### src/rtl/stk_guard_pkg.sv
package stk_guard_pkg;

    typedef enum logic [2:0] {
        SQ_IDLE   = 3'd0,
        SQ_RD_PSW = 3'd1,
        SQ_WR_PSW = 3'd2,
        SQ_WR_PC  = 3'd3,
        SQ_RD_PC  = 3'd4
    } seq_st_e;

    typedef struct packed {
        logic yel;
        logic red;
    } err_bits_t;

endpackage

### src/rtl/stk_zone_cmp.sv
module stk_zone_cmp #(
    parameter int W        = 16,
    parameter int YEL_OFS  = 224,
    parameter int SAFE_OFS = 256,
    parameter int KMODE    = 0
) (
    input  logic [1:0]   cpu_mode,
    input  logic         chk_stb,
    input  logic [W-1:0] sp_val,
    input  logic [W-1:0] lim_val,
    output logic         yel_hit,
    output logic         red_hit
);
    localparam int CW = W + 1;

    logic [CW-1:0] yel_base;
    logic [CW-1:0] safe_base;
    logic [CW-1:0] sp_ext;
    logic          armed;

    always_comb begin
        yel_base  = {1'b0, lim_val} + CW'(YEL_OFS);
        safe_base = {1'b0, lim_val} + CW'(SAFE_OFS);
        sp_ext    = {1'b0, sp_val};
        armed     = chk_stb && (cpu_mode == 2'(KMODE));
        red_hit   = armed && (sp_ext < yel_base);
        yel_hit   = armed && (sp_ext >= yel_base) && (sp_ext < safe_base);
    end

endmodule

### src/rtl/stk_red_seq.sv
module stk_red_seq
    import stk_guard_pkg::*;
#(
    parameter int W          = 16,
    parameter int A_PC_SAVE  = 0,
    parameter int A_PSW_SAVE = 2,
    parameter int A_NEW_PC   = 4,
    parameter int A_NEW_PSW  = 6
) (
    input  logic         clk,
    input  logic         rst_n,
    input  logic         start,
    input  logic [W-1:0] cur_psw,
    input  logic [W-1:0] cur_pc,
    input  logic         mem_ack,
    input  logic [W-1:0] mem_rdata,
    output logic         busy,
    output logic         mem_req,
    output logic         mem_we,
    output logic [W-1:0] mem_addr,
    output logic [W-1:0] mem_wdata,
    output logic [W-1:0] new_psw,
    output logic [W-1:0] new_pc,
    output logic         seq_done
);
    typedef struct packed {
        seq_st_e      st;
        logic [W-1:0] psw;
        logic [W-1:0] pc;
        logic [W-1:0] npsw;
        logic [W-1:0] npc;
        logic         done;
    } seq_t;

    seq_t r_d, r_q;

    always_comb begin
        r_d       = r_q;
        r_d.done  = 1'b0;
        mem_addr  = '0;
        mem_we    = 1'b0;
        mem_wdata = '0;
        case (r_q.st)
            SQ_IDLE: begin
                if (start) begin
                    r_d.st  = SQ_RD_PSW;
                    r_d.psw = cur_psw;
                    r_d.pc  = cur_pc;
                end
            end
            SQ_RD_PSW: begin
                mem_addr = W'(A_NEW_PSW);
                if (mem_ack) begin
                    r_d.npsw = mem_rdata;
                    r_d.st   = SQ_WR_PSW;
                end
            end
            SQ_WR_PSW: begin
                mem_addr  = W'(A_PSW_SAVE);
                mem_we    = 1'b1;
                mem_wdata = r_q.psw;
                if (mem_ack) r_d.st = SQ_WR_PC;
            end
            SQ_WR_PC: begin
                mem_addr  = W'(A_PC_SAVE);
                mem_we    = 1'b1;
                mem_wdata = r_q.pc;
                if (mem_ack) r_d.st = SQ_RD_PC;
            end
            SQ_RD_PC: begin
                mem_addr = W'(A_NEW_PC);
                if (mem_ack) begin
                    r_d.npc  = mem_rdata;
                    r_d.done = 1'b1;
                    r_d.st   = SQ_IDLE;
                end
            end
            default: r_d.st = SQ_IDLE;
        endcase
    end

    always_ff @(posedge clk) begin
        if (!rst_n) r_q <= '0;
        else        r_q <= r_d;
    end

    assign busy     = (r_q.st != SQ_IDLE);
    assign mem_req  = busy;
    assign new_psw  = r_q.npsw;
    assign new_pc   = r_q.npc;
    assign seq_done = r_q.done;

endmodule

### src/rtl/stk_guard.sv
module stk_guard
    import stk_guard_pkg::*;
#(
    parameter int W          = 16,
    parameter int YEL_OFS    = 224,
    parameter int SAFE_OFS   = 256,
    parameter int KMODE      = 0,
    parameter int A_PC_SAVE  = 0,
    parameter int A_PSW_SAVE = 2,
    parameter int A_NEW_PC   = 4,
    parameter int A_NEW_PSW  = 6
) (
    input  logic         clk,
    input  logic         rst_n,
    input  logic [1:0]   cpu_mode,
    input  logic         chk_stb,
    input  logic [W-1:0] sp_val,
    input  logic [W-1:0] lim_val,
    input  logic         vec_fault,
    input  logic [W-1:0] cur_psw,
    input  logic [W-1:0] cur_pc,
    input  logic         err_wr,
    input  logic [1:0]   err_wdata,
    output logic         yel_trap,
    output logic         red_abort,
    output logic         err_yel,
    output logic         err_red,
    output logic         busy,
    output logic         mem_req,
    output logic         mem_we,
    output logic [W-1:0] mem_addr,
    output logic [W-1:0] mem_wdata,
    input  logic         mem_ack,
    input  logic [W-1:0] mem_rdata,
    output logic [W-1:0] new_psw,
    output logic [W-1:0] new_pc,
    output logic         seq_done
);
    logic      yel_hit, red_hit;
    err_bits_t err_d, err_q;

    stk_zone_cmp #(
        .W(W), .YEL_OFS(YEL_OFS), .SAFE_OFS(SAFE_OFS), .KMODE(KMODE)
    ) u_cmp (
        .cpu_mode (cpu_mode),
        .chk_stb  (chk_stb),
        .sp_val   (sp_val),
        .lim_val  (lim_val),
        .yel_hit  (yel_hit),
        .red_hit  (red_hit)
    );

    assign yel_trap  = yel_hit;
    assign red_abort = red_hit || vec_fault;

    // Sticky flags: an event this cycle outranks a clear.
    always_comb begin
        err_d = err_q;
        if (err_wr && err_wdata[0]) err_d.yel = 1'b0;
        if (err_wr && err_wdata[1]) err_d.red = 1'b0;
        if (yel_trap)  err_d.yel = 1'b1;
        if (red_abort) err_d.red = 1'b1;
    end

    always_ff @(posedge clk) begin
        if (!rst_n) err_q <= '0;
        else        err_q <= err_d;
    end

    assign err_yel = err_q.yel;
    assign err_red = err_q.red;

    stk_red_seq #(
        .W(W), .A_PC_SAVE(A_PC_SAVE), .A_PSW_SAVE(A_PSW_SAVE),
        .A_NEW_PC(A_NEW_PC), .A_NEW_PSW(A_NEW_PSW)
    ) u_seq (
        .clk       (clk),
        .rst_n     (rst_n),
        .start     (red_abort),
        .cur_psw   (cur_psw),
        .cur_pc    (cur_pc),
        .mem_ack   (mem_ack),
        .mem_rdata (mem_rdata),
        .busy      (busy),
        .mem_req   (mem_req),
        .mem_we    (mem_we),
        .mem_addr  (mem_addr),
        .mem_wdata (mem_wdata),
        .new_psw   (new_psw),
        .new_pc    (new_pc),
        .seq_done  (seq_done)
    );

endmodule

### config.mk
export PLATFORM = sky130hd
export DESIGN_NAME = stk_guard
export DESIGN_NICKNAME = d
export VERILOG_FILES = /design/src/rtl/stk_guard_pkg.sv /design/src/rtl/stk_zone_cmp.sv /design/src/rtl/stk_red_seq.sv /design/src/rtl/stk_guard.sv
export SDC_FILE = /design/constraint.sdc
export NUM_CORES = 1
export LEC_CHECK = 0
export ABC_AREA = 1
export ABC_CLOCK_PERIOD_IN_PS = 2400
export BUFFER_PORTS_ARGS = -buffer_cell sky130_fd_sc_hd__buf_2
export CORE_ASPECT_RATIO = 0.8
export CORE_UTILIZATION = 46
export CTS_BUF_LIST = sky130_fd_sc_hd__clkbuf_4 sky130_fd_sc_hd__clkbuf_8
export CTS_CLUSTER_SIZE = 28
export DETAILED_ROUTE_END_ITERATION = 6
export PLACE_DENSITY_LB_ADDON = 0.12
export SYNTH_ARGS = -nofsm -noshare
export SYNTH_HDL_FRONTEND = slang
export SYNTH_SLANG_ARGS = --single-unit
### constraint.sdc
create_clock -name clk -period 2.4 [get_ports clk]
set_input_delay 0.36 -clock clk [delete_from_list [all_inputs] [get_ports clk]]
set_output_delay 0.36 -clock clk [all_outputs]
set_load 0.05 [all_outputs]
==> results_dict.tcl, run 1 <==
set metrics [dict create \
    dieWidth_um 108.1 \
    final_common_cell "buf_2" \
    layout_setup_ws_ns -0.2287 \
    cts_tree "yes" \
    final_max_slew_viol_count 0 \
    stdcell_count 840 \
    swShare 0.4236 \
    critical_path_class "input port to output port" \
    seqPwrFrac 0.350 \
    cts_num_sinks 70 \
    fillers 789 \
    critical-path-top-delay-family "simple AND/OR/NAND/NOR gates" \
    cts_htree_levels 3 \
    status "finished with violations" \
    synth-simple-area-share 0.2194 \
    yosysWarnings 0 \
    max-cap-violations 0 \
    clk_pin_slew_ns 0.07 \
    place_hpwl_um 8038 \
    hold_viol_final 0 \
    synth-edff-count 0 \
    finalWirelength_um 10880 \
    setup.worst_path.start_class "input port" \
    setup_viol 2 \
    die_h_um 86.86 \
    ys.flop_type "dfxtp_1" \
    clkPwrFrac 0.222 \
    cp_max_fo 4 \
    fmax_mhz 380.4 \
    port_buffers 147 \
    clockRootBuffer "clkbuf_8" \
    dp.cells 814 \
    initial_core_util 0.4817 \
    synth_top_family_by_area "simple AND/OR/NAND/NOR gates" \
    vias 4049 \
    worst-path-buf-inv 4 \
    wl_per_cell_um 12.95 \
    crit_slowest_cell "ha_1" \
    synth-seq-area-share 0.3385 \
    reg2reg_slack_ns 0.77 \
    grt_max_degree 39 \
    leakagePower_nw 2.630 \
    power.density_nw_per_um2 783.4 \
    hold_class "input port to register" \
    grt_pass1_wl_um 17240 \
    core_um2 8596 \
    globalRouteTotalUtil 0.2335 \
    drive_above_1_share 0.3365 \
    vdd_drop_max_uv 436.4 \
    antenna_found_initial 0 \
    pre_cts_ws_ns -0.4032 \
    synthXorXnorAreaFrac 0.02962 \
    grt_overflow 0 \
    tns_ns -0.4024 \
    drt_iter0_markers 235 \
    place.gp.congestion 0.8828 \
    netlist-cell-type-count 32 \
    required_ns 2.04 \
    clock_latency_ns 0.34 \
    grt_setup_unrepaired "true" \
    grt_pass1_vias 3789 \
    core.rowCount 30 \
    nNetsFinal 843 \
    drcViolationCount 0 \
    p_comb_frac 0.428 \
    crit_chain "buf_8 -> and3_4 -> nand3_4 -> nor2_4 -> nand2_1 -> xor2_1 -> ha_1 -> buf_4 -> a21oi_2 -> nand2_1 -> nand2_2 -> nand3_2 -> nand3_2 -> clkinvlp_4 -> buf_8" \
    syn_area_um2 4140 \
    layout_common_cells "buf_2 (139), nand2_1 (80), nor2_1 (78)" \
    period_share 1.095 \
    cts_inserted_buffers 9 \
    ant_nets 0 \
    switching_power_w 0.001784 \
    clk_path_buf_depth 2 \
    finClkSkew_ns 0.009575 \
    syn_area_per_cell_um2 7.114 \
    violations "negative setup slack" \
    synthCells 582 \
    dr.pass1.iters 5 \
    max_stage_delay_ns 0.33 \
    synthAdderAreaFrac 0.08764 \
    critPathCaptureType "output port" \
    via_per_inst 4.820 \
    dieArea_um2 9386 \
    io_pins 162 \
    fin_crit_ns 2.629 \
    arrival_ns 2.27 \
    relSlewSlack 0.5964 \
    synth.area.mux_share 0 \
    worst_pin_slew_ns 0.6047 \
    syn2layout_area_growth_pct 29.83 \
    p_int_w 0.002427 \
    ys_ff_latch 70 \
    synth-async-reset-ratio 0 \
    synth_compound_area_frac 0.1478 \
    diodes 0 \
]
stage by stage:
step	util	instance area, µm²	hold WS, ns	power [W]
4_1_cts	0.6108	5250	0.2394	0.004167
3_3_place_gp	0.5687	4888	0.4296	0.003167
3_5_place_dp	0.5687	4888	0.4316	0.003194
6_report	0.6253	5375	0.2508	0.004211
2_1_floorplan	-	4262	0.4240	0.002870
5_1_grt	0.6253	5375	0.2438	0.004503
layer usage:
| layer | part of all wire | routed length, µm | global-route usage | up-vias |
|---|---|---|---|---|
| li1 | - | - | - | 2098 |
| met1 | 0.46 | 4969 | 0.3050 | 1791 |
| met2 | 0.46 | 5016 | 0.3816 | 145 |
| met3 | 0.067 | 725 | 0.05385 | 15 |
| met4 | 0.016 | 169 | 0.07472 | 0 |
| met5 | 0 | 0 | 0 | - |
worst reg2reg max path, delay by kind of cell (launching register included):
| family | cells | cell delay (ns) |
|---|---|---|
| buffers and inverters | 2 | 0.22 |
| AOI/OAI and AO/OA | 1 | 0.24 |
| DFF | 1 | 0.38 |
| and+or+nand+nor | 5 | 0.69 |
layout make-up:
cell class                      count  area [µm²]  share of cell area
Multi-Input combinational cell    390        2215              0.4120
Sequential cell                    70        1401              0.2607
Clock buffer                       10       137.6             0.02561
Inverter                           65       260.3             0.04842
Timing Repair Buffer              188        1162              0.2162
Tap cell                          112       140.1             0.02607
Clock inverter                      5       58.81             0.01094
cells in the mapped netlist (5+ instances only):
master | n | share of area
xor2_1 | 7 | 0.015
a21oi_1 | 47 | 0.057
o21ai_1 | 23 | 0.028
nor2_1 | 82 | 0.074
ha_1 | 29 | 0.088
nand3_1 | 27 | 0.033
dfxtp_1 | 70 | 0.34
inv_1 | 63 | 0.057
clkbuf_1 | 15 | 0.014
nor3_1 | 5 | 0.0060
nand2_1 | 84 | 0.076
buf_4 | 47 | 0.085
o21ai_0 | 45 | 0.054
buf_6 | 5 | 0.014
xnor2_1 | 7 | 0.015
repair_timing:
action,in CTS,in global routing
gates cloned,0,1
pin swaps,16,13
setup endpoints to repair,3,35
hold buffers,0,0
resized for setup,30,23
buffers inserted,7,3
final timing paths:
| check | startpoint | to | cells after the start |
|---|---|---|---|
| worst max-delay path | lim_val[10] | yel_trap | 15 |
| worst min-delay path | cur_psw[5] | u_seq.r_q[54] | 3 |
| worst max register to register | u_seq.r_q[65] | u_seq.r_q[66] | 8 |
| worst min register to register | u_seq.new_psw[5] | u_seq.new_psw[5] | 2 |
power groups by stage:
stage	logic (W)	registers, W	clock network [W]
6_report	0.00180	0.00147	0.000936
5_1_grt	0.00197	0.00150	0.00103
4_1_cts	0.00173	0.00147	0.000966
3_5_place_dp	0.00170	0.00150	0
3_3_place_gp	0.00168	0.00149	0
2_1_floorplan	0.00140	0.00147	0
state kept, by name, indices dropped and copies added, names as in the netlist:
signal	count
u_seq.new_psw	16
err_red	1
u_seq.new_pc	16
err_yel	1
u_seq.r_q	35
u_seq.seq_done	1
kinds of logic (layout without fill, tap and decap cells):
kind of cell             count (synthesis)  in the layout
AND/OR/NAND/NOR                        213            213
buffers and inverters                  135            268
AO/OA/AOI/OAI                          120            120
flip-flops                              70             70
adder cells (fa/ha/maj)                 29             29
XOR/XNOR                                14             14
other                                    1             14
Note: power is estimated with default switching activity, not from simulation.
==> run 2: changes to the inputs <==
==> constraint.sdc (replaced) <==
create_clock -name clk -period 2.4 [get_ports clk]
set_input_delay 0.24 -clock clk [delete_from_list [all_inputs] [get_ports clk]]
set_output_delay 0.24 -clock clk [all_outputs]
set_load 0.05 [all_outputs]
==> run 2 against run 1 <==
Net effect: the run still ends with negative setup slack left; critical path type unchanged; total power rose by 0.65%; critical path depth fell by 1; sequential share of layout area rose by 0.59 points; final cell count fell by 1.3%; setup slack improved by 0.19 ns; critical endpoint unchanged.
==> results_dict.tcl, run 2 (synthesis gave the netlist of run 1 again) <==
set metrics [dict create \
    max-cap-violations 0 \
    final_common_cell "buf_2" \
    hold_class "input port to register" \
    reg2reg_slack_ns 0.72 \
    routed.top_layer "met4" \
    finalWirelength_um 10470 \
    cts_tree "yes" \
    cp_max_fo 4 \
    cts_inserted_buffers 9 \
    hold_end "u_seq.r_q[54]" \
    hold_path_depth 3 \
    initial_core_util 0.4817 \
    violations "negative setup slack" \
    diodes 0 \
    cts_num_sinks 70 \
    fillers 812 \
    worst_pin_slew_ns 0.6296 \
    dieWidth_um 108.1 \
    place.gp.congestion 0.9327 \
    arrival_ns 2.20 \
    regArea_um2 1401 \
    grt_setup_unrepaired "true" \
    io_pins 162 \
    fin_crit_ns 2.435 \
    wl_per_cell_um 12.63 \
    critPathCaptureType "output port" \
    relSlewSlack 0.5798 \
    final_max_slew_viol_count 0 \
    period_share 1.015 \
    utilization 0.6115 \
    drcViolationCount 0 \
    place_hpwl_um 7765 \
    ant_nets 0 \
    largest_register "u_seq.r_q" \
    grt_pass1_vias 3548 \
    setup.worst_path.start_class "input port" \
    clk_path_buf_depth 2 \
    hold_path_startpoint "cur_psw[5]" \
    grt_pass1_wl_um 16370 \
    antenna_found_initial 0 \
    globalRouteTotalUtil 0.2229 \
    die_h_um 86.86 \
    total_power_w 0.004238 \
    syn2layout_area_growth_pct 26.96 \
    grt_max_degree 33 \
    dr.pass1.iters 5 \
    critical_path_class "input port to output port" \
    clk_pin_slew_ns 0.08 \
    reg2reg_from "u_seq.r_q[65]" \
    leakagePower_nw 2.571 \
    placed_cell_area_um2 4817 \
    vdd_drop_max_uv 431.5 \
    clock_latency_ns 0.34 \
    tns_ns -0.03518 \
    layout_common_cells "buf_2 (142), nor2_1 (79), nand2_1 (75)" \
    fin_area_um2 5256 \
    required_ns 2.16 \
    reg2reg_depth 7 \
    core_um2 8596 \
    setup_viol 1 \
    fmax_mhz 410.6 \
    via_per_inst 4.770 \
    status "finished with violations" \
    core.rowCount 30 \
    clockRootBuffer "clkbuf_8" \
    power.density_nw_per_um2 806.3 \
    vias 3954 \
    r2r-end "u_seq.new_pc[8]" \
    layout_setup_ws_ns -0.03518 \
    finClkSkew_ns 0.005890 \
    cts_htree_levels 3 \
    whs_ns 0.1311 \
    dieArea_um2 9386 \
    grt_overflow 0 \
    wl_met3_um 743 \
    multiInputGateArea_um2 2217 \
    largest_reg_flops 35 \
    nNetsFinal 831 \
    wl_met1_um 4854 \
    hold_viol_final 0 \
    met2WireLength_um 4800 \
    drt_iter0_markers 254 \
    drive_above_1_share 0.3264 \
    port_buffers 147 \
]
-- run 2: cell types whose count changed in the layout (fill, tap and decap cells not counted), sizes merged --
cell      previous run  this run
clkinv               1         2
clkbuf              11        10
clkinvlp             3         1
buf                187       176
bufinv               1         2
inv                 65        66
-- run 2: worst max-delay path, stage by stage --
cell and delay, ns:
buf_8 0.08, and3_4 0.20, nand3_4 0.09, nor2_4 0.12, nand2_1 0.06, xor2_1 0.16
ha_1 0.35, nand3_1 0.12, nor3_1 0.20, nand4_1 0.16, nand3_2 0.10, nand3_2 0.10
inv_2 0.07, buf_8 0.14
-- run 2: power by group --
part / total [W] / switching (W) / internal [W] / leakage [nW]
combinational: 0.00170 / 0.00121 / 0.000495 / 1.89
sequential: 0.00147 / 0.000109 / 0.00136 / 0.574
clock: 0.00106 / 0.000459 / 0.000606 / 0.111
total: 0.00424 / 0.00177 / 0.00247 / 2.57
-- run 2: how the worst max path moves through the flow --
stage,startpoint,endpoint,cells past startpoint
floorplan,lim_val[8],u_seq.r_q[36],17
global placement,lim_val[8],u_seq.r_q[64],20
detailed placement,lim_val[8],u_seq.r_q[52],18
CTS,lim_val[8],yel_trap,16
global route,lim_val[8],yel_trap,14
finish,lim_val[8],yel_trap,14
-- run 2: area by class of cell --
class	count	area share
tap	112	0.02666
timing repair buffer	176	0.1942
clock inverter	6	0.01785
sequential	70	0.2666
multi-input combinational	390	0.4218
clock buffer	10	0.02499
inverter	65	0.04785
-- run 2: layer usage --
layer / up-vias / track usage
li1: 2067 / -
met1: 1745 / 0.3050
met2: 136 / 0.3445
met3: 6 / 0.05984
met4: 0 / 0.06227
met5: - / 0
-- run 2: timing repair --
| item | in CTS | in global routing |
|---|---|---|
| hold buffers | 0 | 0 |
| buffers inserted | 3 | 3 |
| endpoints found under the setup margin | 2 | 23 |
| pin swaps | 6 | 19 |
| gates resized for setup | 22 | 27 |
-- run 2: stage by stage --
stage / std cells / setup WS, ns
6_report: 829 / -0.03518
5_1_grt: 829 / -0.1366
4_1_cts: 827 / 0.001879
3_5_place_dp: 809 / -0.2170
3_3_place_gp: 809 / -0.1431
2_1_floorplan: 595 / 0.002170
